`src/rtl/led_blink_pkg.sv`:
```
`timescale 1ns/1ps
package led_blink_pkg;

    typedef enum logic [1:0] {
        LM_OFF   = 2'b00,
        LM_BLINK = 2'b01,
        LM_RSVD  = 2'b10,
        LM_ON    = 2'b11
    } led_mode_e;

    typedef struct packed {
        logic tick;
        logic alive;
    } ref_stat_t;

    function automatic logic led_level(input led_mode_e mode,
                                       input logic phase,
                                       input logic alive);
        case (mode)
            LM_ON:    return 1'b1;
            LM_BLINK: return phase & alive;
            default:  return 1'b0;
        endcase
    endfunction

endpackage

```
`src/rtl/led_ref_monitor.sv`:
```
`timescale 1ns/1ps
module led_ref_monitor
    import led_blink_pkg::*;
#(
    parameter int SYNC_STAGES = 2,
    parameter int LOSS_LIMIT  = 4096
) (
    input  logic      clk,
    input  logic      rst,
    input  logic      ref_clk_in,
    output ref_stat_t stat
);
    localparam int LW = $clog2(LOSS_LIMIT + 1);

    logic [SYNC_STAGES:0] sync_q;
    logic [LW-1:0]        quiet_q;
    logic                 alive_q;
    logic                 tick;

    always_ff @(posedge clk) begin
        if (rst) sync_q <= '0;
        else     sync_q <= {sync_q[SYNC_STAGES-1:0], ref_clk_in};
    end

    assign tick = sync_q[SYNC_STAGES-1] & ~sync_q[SYNC_STAGES];

    always_ff @(posedge clk) begin
        if (rst) begin
            quiet_q <= '0;
            alive_q <= 1'b0;
        end else if (tick) begin
            quiet_q <= '0;
            alive_q <= 1'b1;
        end else if (quiet_q == LW'(LOSS_LIMIT - 1)) begin
            alive_q <= 1'b0;
        end else begin
            quiet_q <= quiet_q + 1'b1;
        end
    end

    assign stat.tick  = tick;
    assign stat.alive = alive_q;

    // a tick always revives the reference
    p_alive_after_tick_r6: assert property (@(posedge clk) disable iff (rst)
        tick |=> alive_q);
    // each reference rise gives a single-cycle commit pulse
    p_tick_single_r4: assert property (@(posedge clk) disable iff (rst)
        tick |=> !tick);

endmodule

```
`src/rtl/led_blink_divider.sv`:
```
`timescale 1ns/1ps
module led_blink_divider #(
    parameter int DIV_HALF = 16384
) (
    input  logic clk,
    input  logic rst,
    input  logic tick,
    output logic phase
);
    localparam int CW = (DIV_HALF > 1) ? $clog2(DIV_HALF) : 1;

    logic [CW-1:0] cnt_q;
    logic          phase_q;

    always_ff @(posedge clk) begin
        if (rst) begin
            cnt_q   <= '0;
            phase_q <= 1'b0;
        end else if (tick) begin
            if (cnt_q == CW'(DIV_HALF - 1)) begin
                cnt_q   <= '0;
                phase_q <= ~phase_q;
            end else begin
                cnt_q <= cnt_q + 1'b1;
            end
        end
    end

    assign phase = phase_q;

    // count stays inside one half period
    p_count_range_r5: assert property (@(posedge clk) disable iff (rst)
        32'(cnt_q) < DIV_HALF);
    // phase only moves on a reference tick
    p_phase_hold_r5: assert property (@(posedge clk) disable iff (rst)
        !tick |=> $stable(phase_q));

endmodule

```
`src/rtl/led_channel.sv`:
```
`timescale 1ns/1ps
module led_channel
    import led_blink_pkg::*;
#(
    parameter logic [1:0] RESET_CODE = 2'b00
) (
    input  logic      clk,
    input  logic      rst,
    input  logic      wr_hit,
    input  led_mode_e wr_mode,
    input  logic      tick,
    input  logic      phase,
    input  logic      alive,
    output logic      led_o
);
    led_mode_e pend_q;
    led_mode_e act_q;
    logic      led_q;

    always_ff @(posedge clk) begin
        if (rst) begin
            pend_q <= led_mode_e'(RESET_CODE);
            act_q  <= led_mode_e'(RESET_CODE);
            led_q  <= 1'b0;
        end else begin
            if (wr_hit) pend_q <= wr_mode;
            if (tick)   act_q  <= wr_hit ? wr_mode : pend_q;
            led_q <= led_level(act_q, phase, alive);
        end
    end

    assign led_o = led_q;

    // active mode only moves on a tick
    p_commit_on_tick_r4: assert property (@(posedge clk) disable iff (rst)
        !tick |=> $stable(act_q));
    // write coinciding with a tick is committed at once
    p_coincide_r7: assert property (@(posedge clk) disable iff (rst)
        (tick && wr_hit) |=> (act_q == $past(wr_mode)));
    // steady high mode
    p_steady_on_r2: assert property (@(posedge clk) disable iff (rst)
        (act_q == LM_ON) |=> led_q);
    // both dark codes
    p_dark_modes_r2: assert property (@(posedge clk) disable iff (rst)
        (act_q == LM_OFF || act_q == LM_RSVD) |=> !led_q);
    // no blinking while the reference is lost
    p_no_blink_dead_r6: assert property (@(posedge clk) disable iff (rst)
        (act_q == LM_BLINK && !alive) |=> !led_q);

endmodule

```
`src/rtl/dual_led_blink.sv`:
```
`timescale 1ns/1ps
module dual_led_blink
    import led_blink_pkg::*;
#(
    parameter int         DIV_HALF     = 16384,
    parameter int         LOSS_LIMIT   = 4096,
    parameter int         SYNC_STAGES  = 2,
    parameter int         ADDR_W       = 8,
    parameter logic [7:0] OFFSET_A     = 8'h5D,
    parameter logic [7:0] OFFSET_B     = 8'h5E,
    parameter logic [1:0] RESET_MODE_A = 2'b00,
    parameter logic [1:0] RESET_MODE_B = 2'b01
) (
    input  logic              clk,
    input  logic              rst,
    input  logic              ref_clk_in,
    input  logic              wr_en,
    input  logic [ADDR_W-1:0] wr_addr,
    input  logic [7:0]        wr_data,
    output logic              led_a,
    output logic              led_b
);
    localparam int NUM_CH = 2;
    localparam logic [NUM_CH*ADDR_W-1:0] CH_OFFS  =
        {ADDR_W'(OFFSET_B), ADDR_W'(OFFSET_A)};
    localparam logic [NUM_CH*2-1:0]      CH_RESET = {RESET_MODE_B, RESET_MODE_A};

    ref_stat_t        rstat;
    logic             phase;
    led_mode_e        wr_mode;
    logic [NUM_CH-1:0] leds;
    logic             unused_hi;

    assign wr_mode   = led_mode_e'(wr_data[1:0]);
    assign unused_hi = ^wr_data[7:2];

    led_ref_monitor #(
        .SYNC_STAGES (SYNC_STAGES),
        .LOSS_LIMIT  (LOSS_LIMIT)
    ) u_ref (
        .clk        (clk),
        .rst        (rst),
        .ref_clk_in (ref_clk_in),
        .stat       (rstat)
    );

    led_blink_divider #(
        .DIV_HALF (DIV_HALF)
    ) u_div (
        .clk   (clk),
        .rst   (rst),
        .tick  (rstat.tick),
        .phase (phase)
    );

    for (genvar g = 0; g < NUM_CH; g++) begin : g_ch
        logic hit;
        assign hit = wr_en && (wr_addr == CH_OFFS[g*ADDR_W +: ADDR_W]);

        led_channel #(
            .RESET_CODE (CH_RESET[g*2 +: 2])
        ) u_ch (
            .clk     (clk),
            .rst     (rst),
            .wr_hit  (hit),
            .wr_mode (wr_mode),
            .tick    (rstat.tick),
            .phase   (phase),
            .alive   (rstat.alive),
            .led_o   (leds[g])
        );
    end

    assign led_a = leds[0];
    assign led_b = leds[1];

    // a single write never selects both channels
    p_one_target_r8: assert property (@(posedge clk) disable iff (rst)
        $onehot0({g_ch[1].hit, g_ch[0].hit}));

endmodule

```
`config.mk`:
```
export PLATFORM = sky130hd
export DESIGN_NAME = dual_led_blink
export DESIGN_NICKNAME = d
export VERILOG_FILES = /design/src/rtl/led_blink_pkg.sv /design/src/rtl/led_ref_monitor.sv /design/src/rtl/led_blink_divider.sv /design/src/rtl/led_channel.sv /design/src/rtl/dual_led_blink.sv
export SDC_FILE = /design/constraint.sdc
export NUM_CORES = 1
export LEC_CHECK = 0
export BUFFER_PORTS_ARGS = -buffer_cell sky130_fd_sc_hd__buf_2
export CORE_MARGIN = 2
export CORE_UTILIZATION = 50
export CTS_BUF_LIST = sky130_fd_sc_hd__clkbuf_4 sky130_fd_sc_hd__clkbuf_8 sky130_fd_sc_hd__clkbuf_16
export CTS_CLUSTER_SIZE = 30
export DETAILED_ROUTE_END_ITERATION = 6
export HOLD_SLACK_MARGIN = 0.02
export PLACE_DENSITY = 0.7
export SLEW_MARGIN = 10
export SYNTH_ARGS = -nofsm -noshare
export SYNTH_HDL_FRONTEND = slang
export SYNTH_SLANG_ARGS = --single-unit
```
`constraint.sdc`:
```
create_clock -name clk -period 2.5 [get_ports clk]
set_clock_uncertainty 0.2 [all_clocks]
set_input_delay 0.25 -clock clk [delete_from_list [all_inputs] [get_ports clk]]
set_output_delay 0.25 -clock clk [all_outputs]
set_load 0.05 [all_outputs]
```
==> impl_results.md, run 1 <==
* First-pass iteration count of the detailed router at 4
* Hold violation total from the final report at 0
* Detailed-route via count at 1,494
* Minimum clock period after layout at 2.13 ns
* Crit path capture type: register
* Count of unresolved DRC violations after routing at 0
* Placed wire-length estimate after detailed placement at 2.46 mm
* Slowest cell on the critical path: sky130_fd_sc_hd__or4_4
* Commonest non-fill, non-tap cell in the layout: sky130_fd_sc_hd__dfxtp_1
* CTS Root Cell: sky130_fd_sc_hd__clkbuf_4
* Aggregate negative setup slack at 0 ns
* NetSw at ~250 uW
* Cell variety after synth at 38
* Required arrival time at the worst endpoint at 2.53 ns
* CTS Hold Buffers Added at 3
* Antenna Nets Post-Route at 0
* Max Fanout on Critical Path at 9
* RSZ-0062 raised after global routing: no
* Synth Area in Simple Gates at 0.295
* Multiplexer share of the synthesized area at 0.0277
* Register-to-register setup slack at 0.37 ns
* Adder-cell area share of the yosys netlist at 0.0139
* Portion of total power attributed to the clock network at 0.320
* Start of the worst register-to-register path: u_div.cnt_q[0]
* Final critical-path share of the clock period at 0.852
* Summed instance area of the synthesized netlist at 0.00181 sq mm
* CORE AREA at 0.00339 sq mm
* WHS Endpoint: g_ch[1].u_ch.pend_q[0]
* Status: complete, no violations
* Tightest Pin Transition at 0.602 ns
* Placer Congestion at 0.810
* Overall fraction of global-route tracks in use at 0.185
* Timing-limited maximum frequency at 0.469 GHz
* Count of boundary I/O pins at 22
* Post-synth top flop: sky130_fd_sc_hd__dfxtp_1
* Maximum capacitance violations at 0
* Post-synthesis share of cell area spent on xor and xnor gates at 0.0582
* Number of setup violations in the final report at 0
* Max Root-Sink Buffers at 2
* Flop pwr share at 0.627
* Final net count at 244
* Vert. Die Dim at 64.1 um
* Input/output buffers at 15
* Largest vdd supply drop at 0.357 mV
* Internal power at 853 uW
* Leakage Power at 0.682 nW
* Class of the most critical setup path: reg2reg
* Post-synth ARST share at 0
* Total power at 1.10 mW
* Logic depth of the worst register-to-register path at 5
* Relative max-transition margin at 0.595
* Fill count at 285
* Number of synthesized flops with an enable pin at 0
* Power per Cell Area at roughly 540 mW/mm^2
* Clk Latency, worst-skew pair at 0.34 ns
* Final design utilization at 0.597
* Dominant combinational cell family by area after synthesis: simple AND/OR/NAND/NOR gates
* Average detailed-routed wire length per instance at 12.6 um
* Area growth from synthesis to final layout at 12.0%
* Final number of max-transition violations at 0
* Peak per-stage delay on the critical path at 0.58 ns
* Post-synthesis sequential area ratio at 0.466
* Inserted Clock Buffers at 5
* Launching instance or port of the critical path: u_div.cnt_q[0]
* Top library cells by usage in the layout, fill and taps aside: sky130_fd_sc_hd__dfxtp_1, sky130_fd_sc_hd__nor2_1, sky130_fd_sc_hd__buf_2
* Clock Sinks at 42
* Initial Util at 0.533
* Startpoint class of the critical path: register
* Register clock-pin slew on the reported worst setup and hold paths at between 0.1 and 0.15 ns
* Gate power share at 0.053
* Post-CTS Setup Bufs at 0
* Hold Crit Class: in2reg
* Synth Register Bits at between 40 and 50
* Largest net degree at the start of global routing at 27
* Site row count at 21
* Count of cells resized by post-cts repair at 0
* Worst-case hold slack at roughly 0.11 ns
* Net Count, Synth at 223
* Critical path cell sequence: ha_1, nand3_2, or4_4, o21bai_2, nor2_1
* Complex-gate fraction of the synthesized area at 0.118
* Die area at 0.00411 sq mm
* CTS tree: yes
* Arrival time at the worst endpoint at 2.16 ns
* Count of synthesis-stage warnings from yosys at 0
* Aggregate global routing overflow at 0
* Diodes inserted at 0
* Depth of the CTS H-tree at 2
* First-pass GRT wire length at 6.05 mm
* Initial antenna violation count at 0
* Mean area per synthesized cell at 8.98 sq um
* First DRT Iteration DRCs at just under 70
* Worst hold path cell count at 4
* Layout cell share with drive strength beyond 1 at 0.130
* Switching part of the total power at 0.224
* Instance count of the mapped netlist at 201
* X dimension of the die at around 64 um
* HP Start: wr_addr[0]
* Ratio of routed vias to standard cells at 5.55
* Via count of the first global-routing pass at 1,430
* FF-to-FF End: u_div.cnt_q[6]
* Final wirelength at 3.39 mm
[kinds of logic after synthesis]
kind of cell,after synthesis
simple gates,97
flops,42
compound gates,33
xor+xnor,12
buf+inv,10
mux,5
fa+ha+maj,2
[power groups by stage]
stage | logic (mW) | registers (mW) | clock network [mW]
after global placement | 0.0523 | 0.703 | 0
final | 0.0577 | 0.689 | 0.352
after detailed placement | 0.0543 | 0.704 | 0
after global routing | 0.0639 | 0.690 | 0.394
after CTS | 0.0578 | 0.689 | 0.369
after floorplan | 0.0338 | 0.703 | 0
[registers in the layout, indices dropped and copies added, names as in the netlist]
register          cells
u_div.cnt_q          14
u_ref.quiet_q        13
g_ch.u_ch.act_q       4
g_ch.u_ch.pend_q      4
u_ref.sync_q          3
g_ch.u_ch.led_o       2
u_div.phase           1
u_ref.alive_q         1
[metal layers]
layer | share of wire | global-route usage
met1 | 0.47 | 0.222
met2 | 0.49 | 0.318
met3 | 0.028 | 0.0528
met4 | 0.015 | 0.0638
met5 | 0 | 0
[cell usage after synthesis, types with 3 or more instances]
cell | count | area [sq um]
sky130_fd_sc_hd__mux2i_1 | 5 | 50.1
sky130_fd_sc_hd__a21oi_1 | 9 | 45.0
sky130_fd_sc_hd__nand2b_1 | 4 | 25.0
sky130_fd_sc_hd__a211oi_1 | 3 | 22.5
sky130_fd_sc_hd__nor3_1 | 6 | 30.0
sky130_fd_sc_hd__dfxtp_1 | 42 | 841
sky130_fd_sc_hd__nor2_1 | 27 | 101
sky130_fd_sc_hd__nor4_1 | 8 | 50.1
sky130_fd_sc_hd__clkbuf_1 | 4 | 15.0
sky130_fd_sc_hd__a31oi_1 | 3 | 18.8
sky130_fd_sc_hd__o21ai_0 | 9 | 45.0
sky130_fd_sc_hd__xor2_1 | 3 | 26.3
sky130_fd_sc_hd__xnor2_1 | 9 | 78.8
sky130_fd_sc_hd__or3_1 | 7 | 43.8
sky130_fd_sc_hd__nand2_1 | 9 | 33.8
sky130_fd_sc_hd__nand3_1 | 9 | 45.0
sky130_fd_sc_hd__nand4_1 | 7 | 43.8
sky130_fd_sc_hd__nand4b_1 | 3 | 26.3
sky130_fd_sc_hd__nor2b_1 | 5 | 31.3
sky130_fd_sc_hd__inv_1 | 4 | 15.0
[worst max-delay path: cells and delay by family (launching register included)]
| kind | cells | cell delay, ns |
|---|---|---|
| flops | 1 | 0.43 |
| simple gates | 3 | 0.81 |
| fa+ha+maj | 1 | 0.23 |
| compound gates | 1 | 0.34 |
[layout make-up]
class,instances,area [sq um],area share
well taps,46,57.6,0.0285
multi-input cells,149,925,0.457
inverters,4,15.0,0.00743
clock inverters,1,5.00,0.00248
flip-flops and latches,42,841,0.416
clock buffers,7,58.8,0.0291
repair buffers,20,120,0.0594
[how the worst max path moves through the flow]
stage	endpoint	slack (ns)	depth (start not counted)
6_report	u_div.cnt_q[6]	0.37	5
5_1_grt	u_ref.quiet_q[1]	0.22	6
4_1_cts	u_div.cnt_q[4]	0.38	5
3_5_place_dp	u_div.cnt_q[11]	0.41	5
3_3_place_gp	u_div.cnt_q[6]	0.45	5
2_1_floorplan	u_div.cnt_q[12]	0.59	5
[stage by stage]
stage                     instances  worst slack, ns  cell area (sq um)
final                           269            0.369               2020
after floorplan                 201            0.593               1810
after global placement          258            0.448               1930
after global routing            269            0.222               2020
after CTS                       269            0.384               2020
after detailed placement        258            0.407               1930
Power figures use the tool's default switching activity.
==> inputs of run 2 (changes only) <==
--- a/config.mk
+++ b/config.mk
@@ -16,4 +16,5 @@
 export SLEW_MARGIN = 10
 export SYNTH_ARGS = -nofsm -noshare
 export SYNTH_HDL_FRONTEND = slang
+export SYNTH_HIERARCHICAL = 1
 export SYNTH_SLANG_ARGS = --single-unit
==> run 2 against run 1 <==
Worst hold slack worse by 0.026 ns. Flip-flop and latch count unchanged. Sequential power about the same. Die area up 1.0%. Design area up 0.31%. Via count down 5.9%. Largest cell class unchanged. Largest power group unchanged.
==> impl_results.md, run 2 <==
* Mean area per synthesized cell at 9.51 sq um (was 8.98 sq um)
* Hold violation total from the final report at 0 (unchanged)
* Area share of the leading cell type in the synthesized netlist at 0.461 (was 0.466)
* Relative max-transition margin at 0.617 (was 0.595)
* Count of cells resized by post-cts repair at 0 (unchanged)
* Leakage Power at 0.713 nW (was 0.682 nW)
* Largest net degree at the start of global routing at 24 (was 27)
* Sequential cell area at 841 sq um (unchanged)
* Startpoint class of the critical path: register (unchanged)
* Multi-input combinational cell area at 931 sq um (was 925 sq um)
* Layout Cells excl Fill at 260 (was 269)
* Status: complete, no violations (unchanged)
* Maximum capacitance violations at 0 (unchanged)
* Minimum clock period after layout at 2.00 ns (was 2.13 ns)
* Area growth from synthesis to final layout at 11.1% (was 12.0%)
* Launching instance or port of the critical path: u_ref/quiet_q[0] (was u_div.cnt_q[0])
* X dimension of the die at 64.4 um (was 64.1 um)
* RSZ-0062 raised after global routing: no (unchanged)
* Start of the worst register-to-register path: u_ref/quiet_q[0] (was u_div.cnt_q[0])
* Register-to-register setup slack at 0.50 ns (was 0.37 ns)
* Aggregate negative setup slack at 0 ns (unchanged)
* Placed wire-length estimate after detailed placement at 2.42 mm (was 2.46 mm)
* Count of boundary I/O pins at 22 (unchanged)
* Worst-case hold slack at 0.0829 ns (was 0.109 ns)
* FF-to-FF End: u_ref/quiet_q[10] (was u_div.cnt_q[6])
* Placed cells at 249 (was 258)
* Commonest cells in the synthesized netlist: sky130_fd_sc_hd__dfxtp_1, sky130_fd_sc_hd__nor2_1, sky130_fd_sc_hd__nand2_1, sky130_fd_sc_hd__xnor2_1, sky130_fd_sc_hd__nand4_1 (was sky130_fd_sc_hd__dfxtp_1, sky130_fd_sc_hd__nor2_1)
* Antenna Nets Post-Route at 0 (unchanged)
* Logic depth of the worst register-to-register path at 5 (unchanged)
* Area leader, netlist: sky130_fd_sc_hd__dfxtp_1 (unchanged)
* Via count of the first global-routing pass at 1,414 (was 1,430)
* Initial Util at 0.534 (was 0.533)
* Tightest Pin Transition at 0.569 ns (was 0.602 ns)
* Largest vdd supply drop at 0.396 mV (was 0.357 mV)
* Instance count of the mapped netlist at 192 (was 201)
* Top register by number of flip-flops: u_div/cnt_q (was u_div.cnt_q)
* CORE AREA at 0.00342 sq mm (was 0.00339 sq mm)
* Cell with the most instances after synthesis: sky130_fd_sc_hd__dfxtp_1 (unchanged)
* Hold Crit Class: in2reg (unchanged)
* Final design utilization at 0.594 (was 0.597)
* Average detailed-routed wire length per instance at 12.5 um (was 12.6 um)
* Post-CTS Setup Bufs at 0 (unchanged)
* First-pass iteration count of the detailed router at 4 (unchanged)
* Vert. Die Dim at 64.4 um (was 64.1 um)
* First-pass GRT wire length at 5.95 mm (was 6.05 mm)
* Regs by FF count: u_div/cnt_q x14, u_ref/quiet_q x13 (was u_div.cnt_q x14, u_ref.quiet_q x13)
* Final instance area at 0.00203 sq mm (was 0.00202 sq mm)
* Number of synthesized flops with an enable pin at 0 (unchanged)
* Placement-stage worst setup slack at 0.531 ns (was 0.407 ns)
* Fill count at 319 (was 285)
* Arrival time at the worst endpoint at 2.04 ns (was 2.16 ns)
* Ratio of routed vias to standard cells at 5.41 (was 5.55)
* Final number of max-transition violations at 0 (unchanged)
* Cell variety after synth at 43 (was 38)
* Post-layout worst setup margin at 0.499 ns (was 0.369 ns)
* Max Root-Sink Buffers at 2 (unchanged)
* Required arrival time at the worst endpoint at 2.54 ns (was 2.53 ns)
* Input/output buffers at 15 (unchanged)
* CTS tree: yes (unchanged)
* Number of setup violations in the final report at 0 (unchanged)
* Diodes inserted at 0 (unchanged)
* Count of synthesis-stage warnings from yosys at 6 (was 0)
* Post-synth top flop: sky130_fd_sc_hd__dfxtp_1 (unchanged)
* Top area cells in the synthesized netlist: sky130_fd_sc_hd__dfxtp_1, sky130_fd_sc_hd__nor2_1, sky130_fd_sc_hd__xnor2_1 (unchanged)
* Number of flip-flops under the largest register name at 14 (unchanged)
* Commonest non-fill, non-tap cell in the layout: sky130_fd_sc_hd__dfxtp_1 (unchanged)
* Register clock-pin slew on the reported worst setup and hold paths at 0.11 ns (about the same)
* Critical Path Sink: u_ref/quiet_q[10] (was u_div.cnt_q[6])
* Placer Congestion at 0.779 (was 0.810)
* Layout cell share with drive strength beyond 1 at 0.173 (was 0.130)
* Total power at 1.09 mW (was 1.10 mW)
* Die area at 0.00415 sq mm (was 0.00411 sq mm)
* Crit path capture type: register (unchanged)
* First DRT Iteration DRCs at 63 (was 68)
* CTS Root Cell: sky130_fd_sc_hd__clkbuf_4 (unchanged)
* Inserted Clock Buffers at 5 (unchanged)
* Detailed-route via count at 1,406 (was 1,494)
* Post-synth ARST share at 0 (unchanged)
* Final critical-path share of the clock period at 0.800 (was 0.852)
* CTS Hold Buffers Added at 3 (unchanged)
* Site row count at 21 (unchanged)
* Clock Sinks at 42 (unchanged)
* Synth Register Bits at 42 (unchanged)
* Class of the most critical setup path: reg2reg (unchanged)
* Top library cells by usage in the layout, fill and taps aside: sky130_fd_sc_hd__dfxtp_1, sky130_fd_sc_hd__nor2_1, sky130_fd_sc_hd__buf_2, sky130_fd_sc_hd__nand2_1, sky130_fd_sc_hd__xnor2_1 (was sky130_fd_sc_hd__dfxtp_1, sky130_fd_sc_hd__nor2_1, sky130_fd_sc_hd__buf_2)
* Count of unresolved DRC violations after routing at 0 (unchanged)
* Aggregate global routing overflow at 0 (unchanged)
* Depth of the CTS H-tree at 2 (unchanged)
* Power per Cell Area at 538 mW/mm^2 (was 543 mW/mm^2)
* Summed instance area of the synthesized netlist at 0.00183 sq mm (was 0.00181 sq mm)
* Max Fanout on Critical Path at 5 (was 9)
* Initial antenna violation count at 0 (unchanged)
* Worst hold path cell count at 4 (unchanged)
* Overall fraction of global-route tracks in use at 0.184 (was 0.185)
* Timing-limited maximum frequency at 0.500 GHz (was 0.469 GHz)
* Post-synthesis sequential area ratio at 0.461 (was 0.466)
* Clk Latency, worst-skew pair at 0.35 ns (was 0.34 ns)
* Placed Instance Area at 0.00193 sq mm (about the same)
* Net Count, Synth at 214 (was 223)
* Final net count at 235 (was 244)
* Final wirelength at 3.25 mm (was 3.39 mm)
-- run 2: changes by cell type after synthesis, moves of 3 or more --
cell,change
sky130_fd_sc_hd__buf_4,+3
sky130_fd_sc_hd__clkbuf_1,-3
sky130_fd_sc_hd__nand3_1,-5
sky130_fd_sc_hd__nand4b_1,-3
sky130_fd_sc_hd__nor2_1,+3
sky130_fd_sc_hd__nor4_1,-3
sky130_fd_sc_hd__o21ai_0,-7
sky130_fd_sc_hd__or3_1,-6
sky130_fd_sc_hd__xor2_1,+4
-- run 2: critical path, cell delays in order (launching register included) --
cell and delay [ns]:
sky130_fd_sc_hd__dfxtp_1 0.41, sky130_fd_sc_hd__ha_1 0.23, sky130_fd_sc_hd__nand3_1 0.23, sky130_fd_sc_hd__nor2_1 0.35, sky130_fd_sc_hd__a41oi_1 0.18, sky130_fd_sc_hd__a311oi_1 0.29
-- run 2: how the worst min path moves through the flow --
stage / startpoint / end / slack (ns)
6_report: wr_addr[0] / g_ch[1].u_ch/pend_q[0] / 0.08
5_1_grt: wr_addr[0] / g_ch[1].u_ch/pend_q[0] / 0.08
4_1_cts: wr_addr[0] / g_ch[1].u_ch/pend_q[0] / 0.07
3_5_place_dp: u_ref/quiet_q[12] / u_ref/quiet_q[12] / 0.23
3_3_place_gp: u_ref/sync_q[0] / u_ref/sync_q[1] / 0.23
2_1_floorplan: rst / g_ch[1].u_ch/act_q[1] / 0.11
-- run 2: cell type report --
class / count / area share
Clock buffer: 7 / 0.0290
Timing Repair Buffer: 19 / 0.0555
Multi-Input combinational cell: 139 / 0.459
Inverter: 6 / 0.0111
Clock inverter: 1 / 0.00247
Tap cell: 46 / 0.0284
Sequential cell: 42 / 0.415
-- run 2: kinds of logic (layout without fill, tap and decap cells) --
group | after synthesis | in the layout | synth area share
AOI/OAI and AO/OA | 24 | 24 | 0.102
DFF | 42 | 42 | 0.461
buffers and inverters | 11 | 33 | 0.0295
xor gates and xnor gates | 17 | 17 | 0.0816
and+or+nand+nor | 91 | 91 | 0.285
muxes | 5 | 5 | 0.0274
adders and majority gates | 2 | 2 | 0.0137
-- run 2: power breakdown --
group | switching, mW | internal [mW] | total [mW]
logic | 0.0335 | 0.0258 | 0.0593
clock network | 0.198 | 0.147 | 0.345
registers | 0.00818 | 0.680 | 0.688
total | 0.239 | 0.853 | 1.09
-- run 2: per-layer routing --
metal / global-route usage / wire length (um)
met1: 0.198 / 1480
met2: 0.332 / 1640
met3: 0.0417 / 65
met4: 0.0984 / 66
met5: 0 / 0
==> inputs of run 3 (changes only) <==
==> constraint.sdc (replaced) <==
create_clock -name clk -period 1.9 [get_ports clk]
set_clock_uncertainty 0.2 [all_clocks]
set_input_delay 0.19 -clock clk [delete_from_list [all_inputs] [get_ports clk]]
set_output_delay 0.19 -clock clk [all_outputs]
set_load 0.05 [all_outputs]
==> run 3 against run 2 <==
Combinational power grew 54%. Non-clock buffer count grew 14. Sequential share of layout area shrank 2.4 points. Setup slack lost 0.43 ns. Die area is the same. Utilization grew 3.7 points. Total power grew 34%. Via count grew 6.9%. Register-to-register slack lost 0.43 ns. First-iteration DRC count grew 22%. Largest cell class unchanged.
==> impl_results.md, run 3 (synthesized netlist as in run 2, its figures left out) <==
* Leakage Power at 0.779 nW (was 0.713 nW)
* Depth of the CTS H-tree at 2 (unchanged)
* Placer Congestion at 0.796 (was 0.779)
* Via count of the first global-routing pass at 1,456 (was 1,414)
* Layout cell share with drive strength beyond 1 at 0.237 (was 0.173)
* Logic depth of the worst register-to-register path at 6 (was 5)
* CORE AREA at 0.00342 sq mm (unchanged)
* Final instance area at 0.00215 sq mm (was 0.00203 sq mm)
* X dimension of the die at 64.4 um (unchanged)
* Clock Sinks at 42 (unchanged)
* Total power at 1.46 mW (was 1.09 mW)
* Largest vdd supply drop at 0.376 mV (was 0.396 mV)
* HP Start: wr_addr[1] (was wr_addr[0])
* Inserted Clock Buffers at 5 (unchanged)
* First-pass iteration count of the detailed router at 4 (unchanged)
* Largest net degree at the start of global routing at 14 (was 24)
* Hold violation total from the final report at 0 (unchanged)
* Vert. Die Dim at 64.4 um (unchanged)
* CTS Root Cell: sky130_fd_sc_hd__clkbuf_4 (unchanged)
* Die area at 0.00415 sq mm (unchanged)
* Detailed-route via count at 1,503 (was 1,406)
* CTS tree: yes (unchanged)
* FF-to-FF End: u_div/cnt_q[7] (was u_ref/quiet_q[10])
* Max Root-Sink Buffers at 2 (unchanged)
* Register-to-register setup slack at 0.07 ns (was 0.50 ns)
* Post-layout worst setup margin at 0.0728 ns (was 0.499 ns)
* Final critical-path share of the clock period at 0.962 (was 0.800)
* Relative max-transition margin at 0.666 (was 0.617)
* Final number of max-transition violations at 0 (unchanged)
* Number of flip-flops under the largest register name at 14 (unchanged)
* Aggregate global routing overflow at 0 (unchanged)
* Site row count at 21 (unchanged)
* Power per Cell Area at 677 mW/mm^2 (was 538 mW/mm^2)
* Timing-limited maximum frequency at 0.547 GHz (was 0.500 GHz)
* WHS Endpoint: g_ch[1].u_ch/pend_q[0] (unchanged)
* Placed Instance Area at 0.00199 sq mm (was 0.00193 sq mm)
* Input/output buffers at 15 (unchanged)
* Tightest Pin Transition at 0.501 ns (was 0.569 ns)
* Class of the most critical setup path: reg2reg (unchanged)
* Aggregate negative setup slack at 0 ns (unchanged)
* Clk Latency, worst-skew pair at 0.34 ns (was 0.35 ns)
* Worst hold path cell count at 4 (unchanged)
* Number of setup violations in the final report at 0 (unchanged)
* Maximum capacitance violations at 0 (unchanged)
* Overall fraction of global-route tracks in use at 0.187 (was 0.184)
* Crit path capture type: register (unchanged)
* Count of boundary I/O pins at 22 (unchanged)
* Final design utilization at 0.631 (was 0.594)
* Layout Cells excl Fill at 274 (was 260)
* Worst-case hold slack at 0.147 ns (was 0.0829 ns)
* Regs by FF count: u_div/cnt_q x14, u_ref/quiet_q x13 (unchanged)
* Antenna Nets Post-Route at 0 (unchanged)
* Final wirelength at 3.54 mm (was 3.25 mm)
* Hold Crit Class: in2reg (unchanged)
* Final net count at 249 (was 235)
* Initial Util at 0.534 (unchanged)
* Top library cells by usage in the layout, fill and taps aside: sky130_fd_sc_hd__dfxtp_1, sky130_fd_sc_hd__nor2_1, sky130_fd_sc_hd__buf_2, sky130_fd_sc_hd__buf_4 (was sky130_fd_sc_hd__dfxtp_1, sky130_fd_sc_hd__nor2_1, sky130_fd_sc_hd__buf_2, sky130_fd_sc_hd__nand2_1, sky130_fd_sc_hd__xnor2_1)
* Commonest non-fill, non-tap cell in the layout: sky130_fd_sc_hd__dfxtp_1 (unchanged)
* First-pass GRT wire length at 6.06 mm (was 5.95 mm)
* Placed cells at 257 (was 249)
* Placement-stage worst setup slack at 0.0445 ns (was 0.531 ns)
* Diodes inserted at 0 (unchanged)
* Count of unresolved DRC violations after routing at 0 (unchanged)
* Arrival time at the worst endpoint at 1.87 ns (was 2.04 ns)
* Register clock-pin slew on the reported worst setup and hold paths at 0.11 ns (about the same)
* Start of the worst register-to-register path: u_div/cnt_q[1] (was u_ref/quiet_q[0])
* Average detailed-routed wire length per instance at 12.9 um (was 12.5 um)
* Area growth from synthesis to final layout at 18.0% (was 11.1%)
* Placed wire-length estimate after detailed placement at 2.54 mm (was 2.42 mm)
* Startpoint class of the critical path: register (unchanged)
* First DRT Iteration DRCs at 77 (was 63)
* Initial antenna violation count at 0 (unchanged)
* Max Fanout on Critical Path at 5 (unchanged)
* Top register by number of flip-flops: u_div/cnt_q (unchanged)
* Required arrival time at the worst endpoint at 1.94 ns (was 2.54 ns)
* Ratio of routed vias to standard cells at 5.49 (was 5.41)
* Minimum clock period after layout at 1.83 ns (was 2.00 ns)
* Status: complete, no violations (unchanged)
[run 3: cell count changes in the layout (fill, tap and decap cells not counted), sizes merged]
cell         change
buf             +12
dlygate4sd3      +2
[run 3: report_power, final]
part           internal [mW]  switching, mW  total [mW]  leakage (nW)
Combinational         0.0438         0.0478      0.0916         0.400
Sequential             0.895         0.0102       0.905         0.340
Clock                  0.194          0.268       0.461        0.0387
Total                   1.13          0.326        1.46         0.779
[run 3: critical path, cell delays in order (launching register included)]
cell,delay [ns]
sky130_fd_sc_hd__dfxtp_1,0.37
sky130_fd_sc_hd__ha_1,0.21
sky130_fd_sc_hd__and4_2,0.30
sky130_fd_sc_hd__nand2_1,0.11
sky130_fd_sc_hd__o31ai_4,0.30
sky130_fd_sc_hd__buf_4,0.19
sky130_fd_sc_hd__nor2_1,0.05
[run 3: worst max path at each step]
| stage | start | endpoint | cells after the start |
|---|---|---|---|
| floorplan | u_ref/quiet_q[0] | u_ref/quiet_q[1] | 5 |
| global placement | u_ref/sync_q[2] | u_div/cnt_q[13] | 6 |
| detailed placement | u_ref/sync_q[2] | u_div/cnt_q[13] | 6 |
| CTS | u_ref/quiet_q[1] | u_ref/quiet_q[5] | 6 |
| global route | u_div/cnt_q[1] | u_div/cnt_q[7] | 6 |
| finish | u_div/cnt_q[1] | u_div/cnt_q[7] | 6 |
[run 3: metal layers]
metal  wire, um  GRT usage
met3        100     0.0573
met4         97     0.0824
met2       1770      0.340
met5          0          0
met1       1570      0.198
[run 3: cell type report]
cell class              instances  area (sq um)
flip-flops and latches         42           842
clock buffers                   7          58.8
well taps                      46          57.6
inverters                       6          22.5
repair buffers                 33           223
clock inverters                 1          5.00
multi-input cells             139           946
fillers                       293          1260
[run 3: repair_timing]
| action | in CTS | in global routing |
|---|---|---|
| setup endpoints to repair | 0 | 11 |
| hold buffers | 5 | 0 |
| setup buffers | 0 | 4 |
| hold endpoints to repair | 13 | 0 |
| gates resized for setup | 0 | 5 |
